==> config.mk <==
export PLATFORM = sky130hd
export DESIGN_NAME = aks_keygen
export DESIGN_NICKNAME = d
export VERILOG_FILES = /design/src/rtl/aks_pkg.sv /design/src/rtl/aks_sbox.sv /design/src/rtl/aks_subword.sv /design/src/rtl/aks_window.sv /design/src/rtl/aks_seq.sv /design/src/rtl/aks_keygen.sv
export SDC_FILE = /design/constraint.sdc
export NUM_CORES = 2
export LEC_CHECK = 0
export CORE_AREA = 8 8 429 745
export CTS_BUF_LIST = sky130_fd_sc_hd__clkbuf_8 sky130_fd_sc_hd__clkbuf_16
export CTS_CLUSTER_SIZE = 14
export DETAILED_ROUTE_END_ITERATION = 12
export DIE_AREA = 0 0 437 753
export HOLD_SLACK_MARGIN = 0.06
export MAX_ROUTING_LAYER = met4
export PLACE_DENSITY = 0.41
export REMOVE_ABC_BUFFERS = 1
export SETUP_SLACK_MARGIN = 0.2
export SLEW_MARGIN = 25
export SYNTH_ARGS = -nofsm -noshare
export SYNTH_HDL_FRONTEND = slang
export SYNTH_SLANG_ARGS = --single-unit
==> constraint.sdc <==
create_clock -name clk -period 44.9 [get_ports clk]
set_clock_uncertainty 0.05 [all_clocks]
set_input_delay 8.98 -clock clk [delete_from_list [all_inputs] [get_ports clk]]
set_output_delay 8.98 -clock clk [all_outputs]
set_load 0.005 [all_outputs]
==> src/rtl/aks_pkg.sv <==
package aks_pkg;
  localparam int WORD_W    = 32;
  localparam int BYTE_W    = 8;
  localparam int LANES     = WORD_W / BYTE_W;
  localparam int MAX_NK    = 8;
  localparam int MAX_WORDS = 60;
  localparam int IDX_W     = $clog2(MAX_WORDS + 1);
  localparam int POS_W     = $clog2(MAX_NK);
  localparam int NK_W      = POS_W + 1;

  typedef enum logic [1:0] {KS_128 = 2'd0, KS_192 = 2'd1, KS_256 = 2'd2} keysz_e;

  function automatic keysz_e decode_ks(input logic [1:0] code);
    case (code)
      2'd0:    return KS_128;
      2'd1:    return KS_192;
      default: return KS_256;
    endcase
  endfunction

  function automatic logic [NK_W-1:0] nk_of(input keysz_e ks);
    case (ks)
      KS_128:  return NK_W'(4);
      KS_192:  return NK_W'(6);
      default: return NK_W'(8);
    endcase
  endfunction

  // four words per round key, Nr + 1 round keys, Nr = Nk + 6
  function automatic logic [IDX_W-1:0] total_of(input keysz_e ks);
    return IDX_W'(4 * (int'(nk_of(ks)) + 7));
  endfunction

  function automatic logic [7:0] xtime(input logic [7:0] b);
    return {b[6:0], 1'b0} ^ (b[7] ? 8'h1b : 8'h00);
  endfunction

  function automatic logic [7:0] gf_mul(input logic [7:0] a, input logic [7:0] b);
    logic [7:0] acc;
    logic [7:0] sh;
    acc = 8'h00;
    sh  = a;
    for (int k = 0; k < 8; k++) begin
      if (b[k]) acc = acc ^ sh;
      sh = xtime(sh);
    end
    return acc;
  endfunction

  // multiplicative inverse as x^254, then the affine map
  function automatic logic [7:0] sbox_fwd(input logic [7:0] x);
    logic [7:0] r;
    logic [7:0] base;
    logic [7:0] ex;
    r    = 8'h01;
    base = x;
    ex   = 8'd254;
    for (int k = 0; k < 8; k++) begin
      if (ex[k]) r = gf_mul(r, base);
      base = gf_mul(base, base);
    end
    return r ^ {r[6:0], r[7]} ^ {r[5:0], r[7:6]} ^ {r[4:0], r[7:5]}
             ^ {r[3:0], r[7:4]} ^ 8'h63;
  endfunction
endpackage

==> src/rtl/aks_sbox.sv <==
module aks_sbox
  import aks_pkg::*;
(
  input  logic [BYTE_W-1:0] din,
  output logic [BYTE_W-1:0] dout
);
  assign dout = sbox_fwd(din);
endmodule

==> src/rtl/aks_subword.sv <==
module aks_subword
  import aks_pkg::*;
#(
  parameter int NLANES = LANES
) (
  input  logic [NLANES*BYTE_W-1:0] din,
  output logic [NLANES*BYTE_W-1:0] dout
);
  for (genvar g = 0; g < NLANES; g++) begin : g_lane
    aks_sbox u_sbox (
      .din  (din[g*BYTE_W +: BYTE_W]),
      .dout (dout[g*BYTE_W +: BYTE_W])
    );
  end
endmodule

==> src/rtl/aks_window.sv <==
module aks_window
  import aks_pkg::*;
#(
  parameter int W     = WORD_W,
  parameter int DEPTH = MAX_NK
) (
  input  logic         clk,
  input  logic         rst_n,
  input  logic         shift,
  input  logic [W-1:0] din,
  input  keysz_e       ks,
  output logic [W-1:0] newest,
  output logic [W-1:0] oldest
);
  localparam int SEL_W = $clog2(DEPTH);

  logic [W-1:0]     win_q [DEPTH];
  logic [SEL_W-1:0] sel;

  always_ff @(posedge clk or negedge rst_n) begin
    if (!rst_n) begin
      for (int k = 0; k < DEPTH; k++) win_q[k] <= '0;
    end else if (shift) begin
      win_q[0] <= din;
      for (int k = 1; k < DEPTH; k++) win_q[k] <= win_q[k-1];
    end
  end

  assign sel    = SEL_W'(nk_of(ks) - NK_W'(1));
  assign newest = win_q[0];
  assign oldest = win_q[sel];
endmodule

==> src/rtl/aks_seq.sv <==
module aks_seq
  import aks_pkg::*;
(
  input  logic             clk,
  input  logic             rst_n,
  input  logic             start,
  input  logic [1:0]       keylen,
  input  logic             key_valid,
  input  logic             slot_free,
  input  logic             last_fire,
  output logic             key_ready,
  output logic             key_take,
  output logic             gen_take,
  output keysz_e           ks,
  output logic [POS_W-1:0] pos,
  output logic [7:0]       rcon,
  output logic [IDX_W-1:0] idx,
  output logic [IDX_W-1:0] total,
  output logic             done
);
  typedef enum logic [1:0] {ST_IDLE, ST_LOAD, ST_GEN} st_e;

  st_e              st_q;
  keysz_e           ks_q;
  logic [IDX_W-1:0] idx_q;
  logic [POS_W-1:0] pos_q;
  logic [POS_W-1:0] pos_nxt;
  logic [7:0]       rcon_q;
  logic             done_q;
  logic [NK_W-1:0]  nk;

  assign nk        = nk_of(ks_q);
  assign total     = total_of(ks_q);
  assign key_ready = (st_q == ST_LOAD) && slot_free;
  assign key_take  = key_ready && key_valid;
  assign gen_take  = (st_q == ST_GEN) && slot_free && (idx_q != total);
  assign pos_nxt   = ({1'b0, pos_q} == nk - NK_W'(1)) ? '0 : pos_q + POS_W'(1);

  always_ff @(posedge clk or negedge rst_n) begin
    if (!rst_n) begin
      st_q   <= ST_IDLE;
      ks_q   <= KS_128;
      idx_q  <= '0;
      pos_q  <= '0;
      rcon_q <= 8'h01;
      done_q <= 1'b0;
    end else begin
      done_q <= 1'b0;
      case (st_q)
        ST_IDLE: begin
          if (start) begin
            ks_q   <= decode_ks(keylen);
            idx_q  <= '0;
            pos_q  <= '0;
            rcon_q <= 8'h01;
            st_q   <= ST_LOAD;
          end
        end
        ST_LOAD: begin
          if (key_take) begin
            idx_q <= idx_q + IDX_W'(1);
            pos_q <= pos_nxt;
            if (idx_q == IDX_W'(nk - NK_W'(1))) st_q <= ST_GEN;
          end
        end
        ST_GEN: begin
          if (gen_take) begin
            idx_q <= idx_q + IDX_W'(1);
            pos_q <= pos_nxt;
            if (pos_q == '0) rcon_q <= xtime(rcon_q);
          end
          if (last_fire) begin
            st_q   <= ST_IDLE;
            done_q <= 1'b1;
          end
        end
        default: st_q <= ST_IDLE;
      endcase
    end
  end

  assign ks   = ks_q;
  assign pos  = pos_q;
  assign rcon = rcon_q;
  assign idx  = idx_q;
  assign done = done_q;
endmodule

==> src/rtl/aks_keygen.sv <==
module aks_keygen
  import aks_pkg::*;
(
  input  logic              clk,
  input  logic              rst_n,
  input  logic              start,
  input  logic [1:0]        keylen,
  input  logic              key_valid,
  output logic              key_ready,
  input  logic [WORD_W-1:0] key_word,
  output logic              out_valid,
  input  logic              out_ready,
  output logic [WORD_W-1:0] out_word,
  output logic [IDX_W-1:0]  out_index,
  output logic              done
);
  localparam int MID_POS = MAX_NK / 2;

  logic              slot_free;
  logic              last_fire;
  logic              key_take;
  logic              gen_take;
  logic              push;
  keysz_e            ks;
  logic [POS_W-1:0]  pos;
  logic [7:0]        rcon;
  logic [IDX_W-1:0]  idx;
  logic [IDX_W-1:0]  total;
  logic [WORD_W-1:0] prev_w;
  logic [WORD_W-1:0] back_w;
  logic [WORD_W-1:0] sub_in;
  logic [WORD_W-1:0] sub_out;
  logic [WORD_W-1:0] mix_w;
  logic [WORD_W-1:0] gen_w;
  logic [WORD_W-1:0] push_w;
  logic              ov_q;
  logic [WORD_W-1:0] ow_q;
  logic [IDX_W-1:0]  oi_q;

  assign slot_free = !ov_q || out_ready;
  assign last_fire = ov_q && out_ready && (oi_q == total - IDX_W'(1));
  assign push      = key_take || gen_take;

  aks_seq u_seq (
    .clk       (clk),
    .rst_n     (rst_n),
    .start     (start),
    .keylen    (keylen),
    .key_valid (key_valid),
    .slot_free (slot_free),
    .last_fire (last_fire),
    .key_ready (key_ready),
    .key_take  (key_take),
    .gen_take  (gen_take),
    .ks        (ks),
    .pos       (pos),
    .rcon      (rcon),
    .idx       (idx),
    .total     (total),
    .done      (done)
  );

  aks_window u_win (
    .clk    (clk),
    .rst_n  (rst_n),
    .shift  (push),
    .din    (push_w),
    .ks     (ks),
    .newest (prev_w),
    .oldest (back_w)
  );

  // one substitution unit shared by the group-start and mid-group steps
  assign sub_in = (pos == '0) ? {prev_w[WORD_W-BYTE_W-1:0], prev_w[WORD_W-1 -: BYTE_W]}
                              : prev_w;

  aks_subword u_sub (
    .din  (sub_in),
    .dout (sub_out)
  );

  always_comb begin
    if (pos == '0)
      mix_w = sub_out ^ {rcon, {(WORD_W-BYTE_W){1'b0}}};
    else if (ks == KS_256 && pos == POS_W'(MID_POS))
      mix_w = sub_out;
    else
      mix_w = prev_w;
  end

  assign gen_w  = back_w ^ mix_w;
  assign push_w = key_take ? key_word : gen_w;

  always_ff @(posedge clk or negedge rst_n) begin
    if (!rst_n) begin
      ov_q <= 1'b0;
      ow_q <= '0;
      oi_q <= '0;
    end else if (push) begin
      ov_q <= 1'b1;
      ow_q <= push_w;
      oi_q <= idx;
    end else if (out_ready) begin
      ov_q <= 1'b0;
    end
  end

  assign out_valid = ov_q;
  assign out_word  = ow_q;
  assign out_index = oi_q;
endmodule

==> results.json <==
{
  "status": "finished clean",
  "grt_pass1_vias": 67000,
  "cp.required_ns": 45.38,
  "cts_num_sinks": 285,
  "worst_pin_slew_ns": 1.07,
  "worst-endpoint-arrival_ns": 22.94,
  "gp_congestion": 0.879,
  "htreeDepth": 1,
  "synth_top_area_frac": 0.193,
  "hold_viol": 0,
  "routedWlPerCell_um": 20.7,
  "synth-seq-area-share": 0.0966,
  "die_x_um": 437,
  "ant_nets": 0,
  "antenna_found_initial": 6,
  "post-cts-setup-buffer-count": 0,
  "die_y_um": 753,
  "synth_cell_types": 134,
  "hold_class": "reg -> reg",
  "cp-end-kind": "register",
  "num_rows": 270,
  "drive_gt1_frac": 0.122,
  "first_pass_iters": 8,
  "area_growth_pct": 9.31,
  "r2r_cells": 64,
  "synth_largest_area_cell": "xnor2_1",
  "placed_cells": 13200,
  "hold_depth": 2,
  "finalWirelength_mm": 274,
  "fin_crit_sh": 0.500,
  "netlist_top_cells_count": "xnor2_1 (1631), nor2_1 (1217), nand2_1 (960), xor2_1 (450), a21oi_1 (446)",
  "min_period_ns": 22.45,
  "path_class": "reg -> reg",
  "drv_cap": 0,
  "synthFlopType": "dfrtp_1",
  "slew_violations": 0,
  "worst_path_max_delay_cell": "xnor3_1",
  "synth_seq_cells": 285,
  "max_clock_freq_ghz": 0.0445,
  "synth_warnings": 0,
  "final_cell_count_no_fill": 13200,
  "synth-edff-count": 0,
  "rsz0062_at_grt": "false",
  "cts_tree": "built",
  "clock_latency_ns": 0.59,
  "slew_headroom": 0.280,
  "yosysMostFrequentCell": "xnor2_1",
  "core_area_um2": 309000,
  "setup-tns-final_ns": 0,
  "synth_area_leaders": "xnor2_1 (19%), dfrtp_1 (9.6%), xnor3_1 (8.9%)",
  "post_dp_cell_area_um2": 79600,
  "fin_hold_ws_ns": 0.430,
  "stdcell_area_um2": 80700,
  "cts_resized": 0,
  "avgSynthCellArea_um2": 7.87,
  "slowest_delay_ns": 0.88,
  "grt_max_degree": 176,
  "grt-ovfl-total": 0,
  "grt_pass1_wl_mm": 417,
  "first_iter_violations": 4492,
  "cpMostUsedCell": "xnor2_1",
  "clockBufferDepth": 3,
  "postCtsHoldBufs": 0,
  "start_util": 0.239,
  "netlist_instances": 9384,
  "pin_count": 80,
  "nets": 9199,
  "numCtsBuffers": 28,
  "setup.worst_path.start_class": "register",
  "post_drt_via_cell_ratio": 5.05,
  "ys_async_sr_fraction": 1.00,
  "finalSetupViolations": 0,
  "num_vias": 66800,
  "io_buffers": 79,
  "path_clk_slew_ns": 0.07,
  "num-fill-cells": 33600,
  "r2r_slack_ns": 22.45,
  "track_usage": 0.161,
  "die_area_um2": 329000,
  "remaining_drc_errors": 0,
  "clock-root-buffer": "clkbuf_16",
  "dp_hpwl_mm": 208,
  "critPathMaxFanout": 54,
  "syn_area_um2": 73900
}
## area by class of cell
type                            instances  area [um^2]  area share
Timing Repair Buffer                  412         3320      0.0411
Clock buffer                           34          795     0.00984
Sequential cell                       285         7140      0.0884
Tap cell                             4080         5100      0.0632
Antenna cell                            1         2.50   0.0000310
Clock inverter                         15          183     0.00226
Inverter                              109          409     0.00507
Multi-Input combinational cell       8288        63800       0.790
## worst paths after layout
kind / startpoint / end
setup / recovery: u_seq.pos[0] / u_win.newest[5]
hold / removal: u_win.win_q[202] / u_win.win_q[202]
setup reg to reg: u_seq.pos[0] / u_win.newest[5]
hold reg to reg: u_win.win_q[202] / u_win.win_q[202]
max in group asynchronous: rst_n / u_win.win_q[115]
min in group asynchronous: rst_n / u_win.win_q[126]
## cell usage in the layout (no fill, tap or decap), drive strengths merged, types with 284 or more instances in the layout
cell type,synthesis,layout
nand2,961,961
nor2,1224,1224
mux2,293,293
o21ai,455,455
buf,278,334
xor2,504,504
xnor2,1755,1755
mux2i,339,339
a21oi,452,452
xnor3,315,315
dfrtp,284,284
## through the flow
step / setup WS, ns / utilization
3_5_place_dp: 22.60 / 0.258
3_3_place_gp: 22.24 / 0.258
2_1_floorplan: 19.15 / -
5_1_grt: 21.07 / 0.261
4_1_cts: 22.49 / 0.261
6_report: 22.45 / 0.261
## layer usage
layer | part of all wire | global-route usage | up-vias
met5 | 0 | - | -
met4 | 0.048 | 0.0674 | 0
met3 | 0.028 | 0.00916 | 497
met2 | 0.55 | 0.312 | 1557
met1 | 0.38 | 0.168 | 32700
li1 | - | - | 32100
## registers in the layout, indices dropped and copies added (netlist names)
| name | count |
|---|---|
| out_index | 6 |
| out_valid | 1 |
| u_seq.done | 1 |
| u_seq.idx | 6 |
| u_seq.ks | 2 |
| u_seq.pos | 3 |
| u_seq.rcon | 8 |
| u_seq.st_q | 2 |
| u_win.newest | 32 |
| u_win.win_q | 224 |
## critical path, delay by kind of cell (launching register included)
kind,cells,cell delay (ns)
xor gates and xnor gates,30,12.83
and+or+nand+nor,11,2.80
buffers and inverters,7,2.40
AOI/OAI and AO/OA,11,1.87
adders and majority gates,2,1.00
muxes,3,0.92
DFF,1,0.41
## cell families (layout without fill, tap and decap cells)
family / after synthesis / in the layout / synth area share
buffers and inverters: 811 / 570 / 0.0496
adders and majority gates: 38 / 38 / 0.00637
DFF: 285 / 285 / 0.0966
and+or+nand+nor: 3118 / 3118 / 0.185
other: 0 / 1 / 0
muxes: 640 / 640 / 0.0950
xor gates and xnor gates: 2613 / 2613 / 0.399
AOI/OAI and AO/OA: 1879 / 1879 / 0.168
Power is not shown: default switching activity piles up to over one toggle a cycle in this logic, so the estimate is an artifact.
